**config.mk**
```make
export PLATFORM = sky130hd
export DESIGN_NAME = pfifoBridge
export DESIGN_NICKNAME = d
export VERILOG_FILES = /design/src/rtl/pfbPkg.sv /design/src/rtl/pfbSync.sv /design/src/rtl/pfbCtl.sv /design/src/rtl/pfbDatapath.sv /design/src/rtl/pfifoBridge.sv
export SDC_FILE = /design/constraint.sdc
export NUM_CORES = 1
export LEC_CHECK = 0
export ABC_AREA = 0
export BUFFER_PORTS_ARGS = -buffer_cell sky130_fd_sc_hd__buf_2
export CAP_MARGIN = 15
export CORE_UTILIZATION = 44
export DETAILED_ROUTE_END_ITERATION = 6
export GPL_TIMING_DRIVEN = 0
export PLACE_DENSITY = 0.79
export REMOVE_ABC_BUFFERS = 1
export SETUP_SLACK_MARGIN = 0.3
export SYNTH_ARGS = -nofsm -noshare
export SYNTH_HDL_FRONTEND = slang
export SYNTH_SLANG_ARGS = --single-unit
```
**constraint.sdc**
```tcl
create_clock -name clk -period 1.8 [get_ports clk]
set_input_delay 0.18 -clock clk [delete_from_list [all_inputs] [get_ports clk]]
set_output_delay 0.18 -clock clk [all_outputs]
set_load 0.1 [all_outputs]
```
**src/rtl/pfbPkg.sv**
```systemverilog
package pfbPkg;

  typedef enum logic [2:0] {
    ST_IDLE,
    ST_WSETUP,
    ST_WSTROBE,
    ST_WHOLD,
    ST_RSTROBE,
    ST_RECOVER
  } pfbState_t;

  // Control-to-datapath strobes, one cycle each
  typedef struct packed {
    logic loadTx;   // capture a CPU byte into the pending slot
    logic oeOn;     // begin a write window (drive bus)
    logic oeOff;    // end a write window
    logic wrLow;    // assert the write strobe
    logic wrHigh;   // release the write strobe
    logic rdLow;    // assert the read strobe
    logic rdHigh;   // release the read strobe and capture bus
  } pfbStrobe_t;

endpackage

```
**src/rtl/pfbSync.sv**
```systemverilog
module pfbSync #(
  parameter int WIDTH = 2,
  parameter int STAGES = 2,
  parameter logic [WIDTH-1:0] RST_VAL = '1
) (
  input  logic             clk,
  input  logic             rstN,
  input  logic [WIDTH-1:0] din,
  output logic [WIDTH-1:0] dout
);

  logic [STAGES-1:0][WIDTH-1:0] stageQ;

  generate
    if (STAGES == 1) begin : gSingle
      always_ff @(posedge clk or negedge rstN) begin
        if (!rstN) stageQ <= RST_VAL;
        else       stageQ <= din;
      end
    end else begin : gChain
      always_ff @(posedge clk or negedge rstN) begin
        if (!rstN) stageQ <= {STAGES{RST_VAL}};
        else       stageQ <= {stageQ[STAGES-2:0], din};
      end
    end
  endgenerate

  assign dout = stageQ[STAGES-1];

endmodule

```
**src/rtl/pfbCtl.sv**
```systemverilog
module pfbCtl
  import pfbPkg::*;
#(
  parameter int SETUP_CYC   = 1,
  parameter int STROBE_CYC  = 2,
  parameter int HOLD_CYC    = 1,
  parameter int RECOVER_CYC = 2
) (
  input  logic       clk,
  input  logic       rstN,
  input  logic       cpuWrReq,
  input  logic       cpuRdReq,
  input  logic       txeOk,
  input  logic       rxfOk,
  output pfbStrobe_t stb,
  output logic       txPend,
  output logic       rxPend,
  output logic       idle
);

  localparam int MAX_AB = (SETUP_CYC > STROBE_CYC) ? SETUP_CYC : STROBE_CYC;
  localparam int MAX_CD = (HOLD_CYC > RECOVER_CYC) ? HOLD_CYC : RECOVER_CYC;
  localparam int MAXC   = (MAX_AB > MAX_CD) ? MAX_AB : MAX_CD;
  localparam int CW     = $clog2(MAXC + 1);

  pfbState_t     state, stateNext;
  logic [CW-1:0] cnt, cntNext;

  always_comb begin
    stateNext  = state;
    cntNext    = cnt;
    stb        = '0;
    stb.loadTx = cpuWrReq && !txPend;
    case (state)
      ST_IDLE: begin
        if (txPend && txeOk) begin
          stateNext = ST_WSETUP;
          cntNext   = CW'(SETUP_CYC - 1);
          stb.oeOn  = 1'b1;
        end else if (rxPend && rxfOk) begin
          stateNext = ST_RSTROBE;
          cntNext   = CW'(STROBE_CYC - 1);
          stb.rdLow = 1'b1;
        end
      end
      ST_WSETUP: begin
        if (cnt == '0) begin
          stateNext = ST_WSTROBE;
          cntNext   = CW'(STROBE_CYC - 1);
          stb.wrLow = 1'b1;
        end else cntNext = cnt - CW'(1);
      end
      ST_WSTROBE: begin
        if (cnt == '0) begin
          stateNext  = ST_WHOLD;
          cntNext    = CW'(HOLD_CYC - 1);
          stb.wrHigh = 1'b1;
        end else cntNext = cnt - CW'(1);
      end
      ST_WHOLD: begin
        if (cnt == '0) begin
          stateNext = ST_RECOVER;
          cntNext   = CW'(RECOVER_CYC - 1);
          stb.oeOff = 1'b1;
        end else cntNext = cnt - CW'(1);
      end
      ST_RSTROBE: begin
        if (cnt == '0) begin
          stateNext  = ST_RECOVER;
          cntNext    = CW'(RECOVER_CYC - 1);
          stb.rdHigh = 1'b1;
        end else cntNext = cnt - CW'(1);
      end
      ST_RECOVER: begin
        if (cnt == '0) stateNext = ST_IDLE;
        else           cntNext   = cnt - CW'(1);
      end
      default: stateNext = ST_IDLE;
    endcase
  end

  always_ff @(posedge clk or negedge rstN) begin
    if (!rstN) begin
      state  <= ST_IDLE;
      cnt    <= '0;
      txPend <= 1'b0;
      rxPend <= 1'b0;
    end else begin
      state <= stateNext;
      cnt   <= cntNext;
      if (stb.oeOn)        txPend <= 1'b0;
      else if (stb.loadTx) txPend <= 1'b1;
      if (stb.rdLow)       rxPend <= 1'b0;
      else if (cpuRdReq)   rxPend <= 1'b1;
    end
  end

  assign idle = (state == ST_IDLE);

  // a pending write waits while the bridge has no space
  assert_req_held_R4: assert property (@(posedge clk) disable iff (!rstN)
    (txPend && !txeOk) |=> (txPend && state != ST_WSETUP));

  // write wins when both directions could go
  assert_write_first_R9: assert property (@(posedge clk) disable iff (!rstN)
    (state == ST_IDLE && txPend && rxPend && txeOk && rxfOk) |=> (state == ST_WSETUP && rxPend));

endmodule

```
**src/rtl/pfbDatapath.sv**
```systemverilog
module pfbDatapath
  import pfbPkg::*;
#(
  parameter int DATA_W      = 8,
  parameter int STROBE_CYC  = 2,
  parameter int RECOVER_CYC = 2
) (
  input  logic              clk,
  input  logic              rstN,
  input  pfbStrobe_t        stb,
  input  logic [DATA_W-1:0] cpuWrData,
  input  logic [DATA_W-1:0] busIn,
  output logic [DATA_W-1:0] busOut,
  output logic              busOe,
  output logic              wrN,
  output logic              rdN,
  output logic [DATA_W-1:0] rdData,
  output logic              rdValid
);

  localparam int MAXC = (STROBE_CYC > RECOVER_CYC) ? STROBE_CYC : RECOVER_CYC;
  localparam int CW   = $clog2(MAXC + 2);

  logic [DATA_W-1:0] txHold;
  logic [CW-1:0]     wrLowCnt;
  logic [CW-1:0]     gapCnt;

  always_ff @(posedge clk or negedge rstN) begin
    if (!rstN) begin
      txHold  <= '0;
      busOut  <= '0;
      busOe   <= 1'b0;
      wrN     <= 1'b1;
      rdN     <= 1'b1;
      rdData  <= '0;
      rdValid <= 1'b0;
    end else begin
      if (stb.loadTx) txHold <= cpuWrData;
      if (stb.oeOn) begin
        busOut <= txHold;
        busOe  <= 1'b1;
      end else if (stb.oeOff) begin
        busOe  <= 1'b0;
      end
      if (stb.wrLow)       wrN <= 1'b0;
      else if (stb.wrHigh) wrN <= 1'b1;
      if (stb.rdLow)       rdN <= 1'b0;
      else if (stb.rdHigh) rdN <= 1'b1;
      if (stb.rdHigh) rdData <= busIn;
      rdValid <= stb.rdHigh;
    end
  end

  // Observers for the timing properties below
  always_ff @(posedge clk or negedge rstN) begin
    if (!rstN) begin
      wrLowCnt <= '0;
      gapCnt   <= CW'(RECOVER_CYC);
    end else begin
      if (wrN)                    wrLowCnt <= '0;
      else if (wrLowCnt != '1)    wrLowCnt <= wrLowCnt + CW'(1);
      if (busOe || !rdN)                    gapCnt <= '0;
      else if (gapCnt != CW'(RECOVER_CYC))  gapCnt <= gapCnt + CW'(1);
    end
  end

  assert_bus_excl_R7: assert property (@(posedge clk) disable iff (!rstN)
    !rdN |-> (!busOe && wrN));

  assert_wr_in_window_R3: assert property (@(posedge clk) disable iff (!rstN)
    !wrN |-> busOe);

  assert_wr_width_R3: assert property (@(posedge clk) disable iff (!rstN)
    $rose(wrN) |-> (wrLowCnt == CW'(STROBE_CYC)));

  assert_recovery_R8: assert property (@(posedge clk) disable iff (!rstN)
    ($rose(busOe) || $fell(rdN)) |-> (gapCnt >= CW'(RECOVER_CYC)));

  assert_rdvalid_pulse_R6: assert property (@(posedge clk) disable iff (!rstN)
    rdValid |=> !rdValid);

endmodule

```
**src/rtl/pfifoBridge.sv**
```systemverilog
module pfifoBridge #(
  parameter int DATA_W      = 8,
  parameter int SETUP_CYC   = 1,
  parameter int STROBE_CYC  = 2,
  parameter int HOLD_CYC    = 1,
  parameter int RECOVER_CYC = 2,
  parameter int SYNC_STAGES = 2
) (
  input  logic              clk,
  input  logic              rstN,
  input  logic              cpuWrReq,
  input  logic [DATA_W-1:0] cpuWrData,
  input  logic              cpuRdReq,
  output logic [DATA_W-1:0] cpuRdData,
  output logic              cpuRdValid,
  output logic              txReady,
  output logic              rxReady,
  output logic              busy,
  input  logic              rxfN,
  input  logic              txeN,
  output logic              rdN,
  output logic              wrN,
  input  logic [DATA_W-1:0] busIn,
  output logic [DATA_W-1:0] busOut,
  output logic              busOe
);

  pfbPkg::pfbStrobe_t stb;
  logic [1:0] syncQ;
  logic       txeOk, rxfOk;
  logic       txPend, rxPend, idle;

  pfbSync #(.WIDTH(2), .STAGES(SYNC_STAGES), .RST_VAL(2'b11)) uSync (
    .clk(clk), .rstN(rstN), .din({rxfN, txeN}), .dout(syncQ)
  );

  assign txeOk = !syncQ[0];
  assign rxfOk = !syncQ[1];

  pfbCtl #(
    .SETUP_CYC(SETUP_CYC), .STROBE_CYC(STROBE_CYC),
    .HOLD_CYC(HOLD_CYC), .RECOVER_CYC(RECOVER_CYC)
  ) uCtl (
    .clk(clk), .rstN(rstN), .cpuWrReq(cpuWrReq), .cpuRdReq(cpuRdReq),
    .txeOk(txeOk), .rxfOk(rxfOk), .stb(stb),
    .txPend(txPend), .rxPend(rxPend), .idle(idle)
  );

  pfbDatapath #(
    .DATA_W(DATA_W), .STROBE_CYC(STROBE_CYC), .RECOVER_CYC(RECOVER_CYC)
  ) uDp (
    .clk(clk), .rstN(rstN), .stb(stb), .cpuWrData(cpuWrData), .busIn(busIn),
    .busOut(busOut), .busOe(busOe), .wrN(wrN), .rdN(rdN),
    .rdData(cpuRdData), .rdValid(cpuRdValid)
  );

  assign txReady = idle && !txPend && txeOk;
  assign rxReady = idle && !rxPend && rxfOk;
  assign busy    = !idle || txPend || rxPend;

  // write window opens only after space was seen through the synchroniser
  assert_tx_gated_R4: assert property (@(posedge clk) disable iff (!rstN)
    $rose(busOe) |-> $past(txeOk));

  // read strobe starts only after data was seen through the synchroniser
  assert_rx_gated_R6: assert property (@(posedge clk) disable iff (!rstN)
    $fell(rdN) |-> $past(rxfOk));

  // a free controller leaves the bridge alone
  assert_quiet_when_free_R10: assert property (@(posedge clk) disable iff (!rstN)
    !busy |-> (rdN && wrN && !busOe));

endmodule

```
; After elaboration in Yosys (flattened, before gate mapping)
; Cells that the tools add are included.
[totals]
in_bits = 22
register_bits = 39
elab_cells = 84
[op_classes]
reduce_logical = 26
add_sub_neg = 1
eq_ne = 11
muxes = 33
[op_table]
columns = cell, n
row1 = two-way mux 1 bit, 20
row2 = two-way mux 3 bit, 6
row3 = case mux 3 bit (5 select lines), 1
row4 = two-way mux 2 bit, 5
row5 = nonzero test 2 bit, 5
row6 = "!= test 2 x 1 -> 1 bit, second input constant", 4
row7 = case mux 2 bit (4 select lines), 1
row8 = logical AND 1 bit, 7
row9 = "== test 3 x 2 -> 1 bit, second input constant", 2
row10 = "== test 3 bit, second input constant", 2
row11 = zero test 1 bit, 5
row12 = AND reduction 5 bit, 1
row13 = nonzero test 4 bit, 1
row14 = "== test 3 x 1 -> 1 bit, second input constant", 1
row15 = zero test 3 bit, 1
row16 = "!= test 3 x 1 -> 1 bit, second input constant", 1
row17 = AND reduction 3 bit, 1
row18 = OR reduction 3 bit, 1
row19 = zero test 2 bit, 1
row20 = logical OR 1 bit, 2
row21 = "!= test 2 bit, second input constant", 1
row22 = OR reduction 2 bit, 1
row23 = "subtractor 2 x 1 -> 2 bit, second input constant", 1

; Logic depth before layout (Yosys ltp)
[logic_depth]
ltp_word = 6
depth_mapped = 6

; Cells and area by module
; From an unflattened synthesis, not the netlist that was laid out.
[hier_totals]
cells_unflattened = 132
hier_area_um2 = 1801.7
[by_module_without_submodules]
columns = module, instances, cells_each, area_each_um2, seq_area_each_um2
row1 = pfbDatapath, 1, 61, 1123.6, 703.2
row2 = pfbCtl, 1, 60, 526.8, 175.2
row3 = pfbSync, 1, 6, 120.1, 105.1
row4 = pfifoBridge, 1, 5, 31.3, 0.0

; Worst setup path before layout
; Ideal clock, no wire load.
[synth_timing]
kind = reg-to-output
from = register uCtl.state[0]
to = output rxReady
t_arrival_ns = 2.915
setup_slack_ns = -1.295
stages_incl_launch_ff = 4
n_path_buf = 1
path_cell_list = dfrtp_1 > or3_1 > buf_2 > nor3_1
[synth_via]
elab_chain_len = 3
[synth_rtl]
columns = item, line_no
row1 = "start, declared", pfbCtl.sv:26  ; pfbState_t state, stateNext;
row2 = "start signal, assigned", pfbCtl.sv:89  ; state <= stateNext;
row3 = zero test 3 bit, pfbCtl.sv:98  ; assign idle = (state == ST_IDLE);
row4 = logical AND 1 bit (2 in series), pfifoBridge.sv:58  ; assign rxReady = idle && !rxPend && rxfOk;
row5 = "end, declared", pfifoBridge.sv:17  ; output logic rxReady,
; No other way between the ends.

; Worst setup path after layout
[layout_timing]
from = register uCtl.state[1]
to = output busy
[layout_via]
elab_chain_len = 4
[layout_rtl]
columns = item, line_no
row1 = zero test 3 bit, pfbCtl.sv:98
row2 = zero test 1 bit, pfifoBridge.sv:59  ; assign busy = !idle || txPend || rxPend;
row3 = logical OR 1 bit (2 in series), pfifoBridge.sv:59
row4 = "end, declared", pfifoBridge.sv:18  ; output logic busy,
; No other way between the ends.

==> results.toml <==
[timing]
hold_viol = 20
slew_headroom_pct = 44.0
slew_violations = 0
finalSetupViolCount = 1
rsz0062_at_grt = "true"
setup_ws_ns = -0.0372
finalCritPeriodShare_pct = 102
fmax_mhz = 544
hold_ws_ns = -0.0116
min_period_ns = 1.84
tightest_slew_ns = 0.840
skew_ns = 0.00687

[synthesis]
synth-warning-count = 0
synth_area_leader_cell = "dfrtp_1"
ys_types = 30
synthDominantCellAreaShare_pct = 49.5
synth.area.top_cells = "dfrtp_1 (50%), mux2_2 (11%), dfstp_2 (9.5%), nand2_1 (6.5%), ha_1 (2.3%)"
syn_inst = 147
synth_area_per_cell_um2 = 11.3
yosys_register_bits = 39
ys_seq_area_share_pct = 59.0
syn-cell-area_um2 = 1670

[job]
drv_cap = 0

[drt]
via_per_inst = 5.11
wirelength_um = 3870
postRouteAntennaNets = 0
drt_iter0_drc = 31
route.detailed.drc = 0
dr.pass1.iters = 4
post_drt_wl_per_cell_um = 14.9
vias = 1328

[layout]
area_growth_pct = 42.5
final_cell_mix = "buf_2 (41), dfrtp_1 (30), nand2_1 (29), buf_4 (12), mux2_4 (9)"
fin_area_um2 = 2380
diodes = 0
drive_gt1_share_pct = 53.3
fillers = 268
final_common_cell = "buf_2"
stdcell_count = 260
fin_nets = 236

[grt]
grt_pass1_wl_um = 6070
grt_pass1_vias = 1304
grt_usage_pct = 20.1
overflow = 0
antenna_found_initial = 0
grt_max_degree = 40

[floorplan]
io_pins = 45
die_area_um2 = 4040
start_util_pct = 45.6
fp.coreArea_um2 = 3660
rows = 22
die_x_um = 63.6
fp.dieH_um = 63.6

[cts]
cts_tree = "done"
clockBufferDepth = 2
cts_max_level = 2
clk_pin_slew_ns = 0.07
clkLatencyLatePin_ns = 0.29
cts_sinks = 39
root_buffer = "clkbuf_8"
cts_buffers = 5

[critical_path]
crit_required_ns = 1.62
cp_max_fo = 5
endpoint_kind = "output port"
worstSetupStartpoint = "uCtl.state[1]$_DFFE_PN0P_"
r2r_start = "uCtl.state[1]$_DFFE_PN0P_"
critPathLaunchType = "register"
arrival_ns = 1.66
crit_type = "reg2out"

[place]
numPortBuffers = 44
place_inst = 233
hpwl_um = 2130
globalplace.congestion = 0.781
placed_area_um2 = 1920

[run_status]
violations = "negative hold slack, negative setup slack"
status = "finished with violations"

[min_path]
hp-class = "in2async"
==> cell families after synthesis <==
family	after synthesis	synth area share, %
fa+ha+maj	3	2.25
buf+inv	12	3.23
simple gates	53	15.2
compound gates	21	7.58
flops	39	59.0
xor+xnor	1	0.525
mux	18	12.3
==> registers in the layout, summed over array words and instances (netlist names) <==
name and count:
uDp.busOe 1, uDp.rdData 8, uCtl.rxPend 1, uDp.txHold 8, uDp.busOut 8, uSync.stageQ 2
uDp.rdN 1, uDp.rdValid 1, uCtl.txPend 1, uCtl.cnt 2, uSync.dout 2, uCtl.state 3
uDp.wrN 1
==> cell usage after synthesis (all sizes together) <==
library cell	n
dfrtp	33
nand2	29
mux2	17
nor2	7
o21ai	7
a21oi	6
dfstp	6
buf	5
inv	5
nand2b	5
ha	3
nor2b	3
or3	3
clkbuf	2
nor3	2
o21a	2
o22ai	2
a22oi	1
a311oi	1
and3	1
mux2i	1
nand3b	1
nor3b	1
o221ai	1
o2bb2ai	1
or4b	1
xor2	1
==> worst max-delay path: stages (launching register included) <==
cell     delay [ns]
dfrtp_2        0.42
or3_4          0.41
or3_4          0.36
buf_12         0.18
==> per-stage QoR <==
step	utilization (%)	setup TNS, ns	setup slack, ns
2_1_floorplan	-	-4.89	-1.39
3_5_place_dp	52.4	-3.49	-0.516
4_1_cts	61.3	-0.0271	-0.0271
6_report	64.9	-0.0372	-0.0372
5_1_grt	64.9	-0.109	-0.0749
3_3_place_gp	52.3	-6.27	-0.673
==> path summary, 6_finish.rpt <==
check	to	slack (ns)	depth (start not counted)
min reg2reg	uSync.dout[0]$_DFF_PN1_	0.36	0
max reg2reg	uCtl.cnt[0]$_DFFE_PN0P_	0.10	6
max	busy	-0.04	3
max in group asynchronous	uCtl.state[0]$_DFFE_PN0P_	1.24	1
min in group clk	uCtl.rxPend$_DFFE_PN0P_	0.10	2
min	uCtl.state[1]$_DFFE_PN0P_	-0.01	1
==> metal layers <==
layer | GRT usage, % | share of wire (%)
met4 | 8.52 | 1.6
met2 | 32.0 | 51
met3 | 7.07 | 5.8
met1 | 24.6 | 42
met5 | 0 | 0
==> repair_timing <==
action / 4_1_cts / 5_1_grt
resized for setup: 34 / 21
endpoints found under the setup margin: 33 / 15
pin swaps: 4 / 4
hold endpoints to repair: 2 / 0
setup buffers: 11 / 5
hold buffers: 2 / 0
gates cloned: 0 / 1
==> layout make-up <==
| class | instances | area (um2) | share of cell area, % |
|---|---|---|---|
| Sequential cell | 39 | 987 | 41.5 |
| Timing Repair Buffer | 64 | 434 | 18.3 |
| Clock buffer | 6 | 82.6 | 3.47 |
| Inverter | 5 | 18.8 | 0.789 |
| Multi-Input combinational cell | 96 | 781 | 32.8 |
| Clock inverter | 2 | 13.8 | 0.579 |
| Tap cell | 48 | 60.1 | 2.53 |
Power is not shown: default switching activity piles up to over one toggle a cycle in this logic, so the estimate is an artifact.
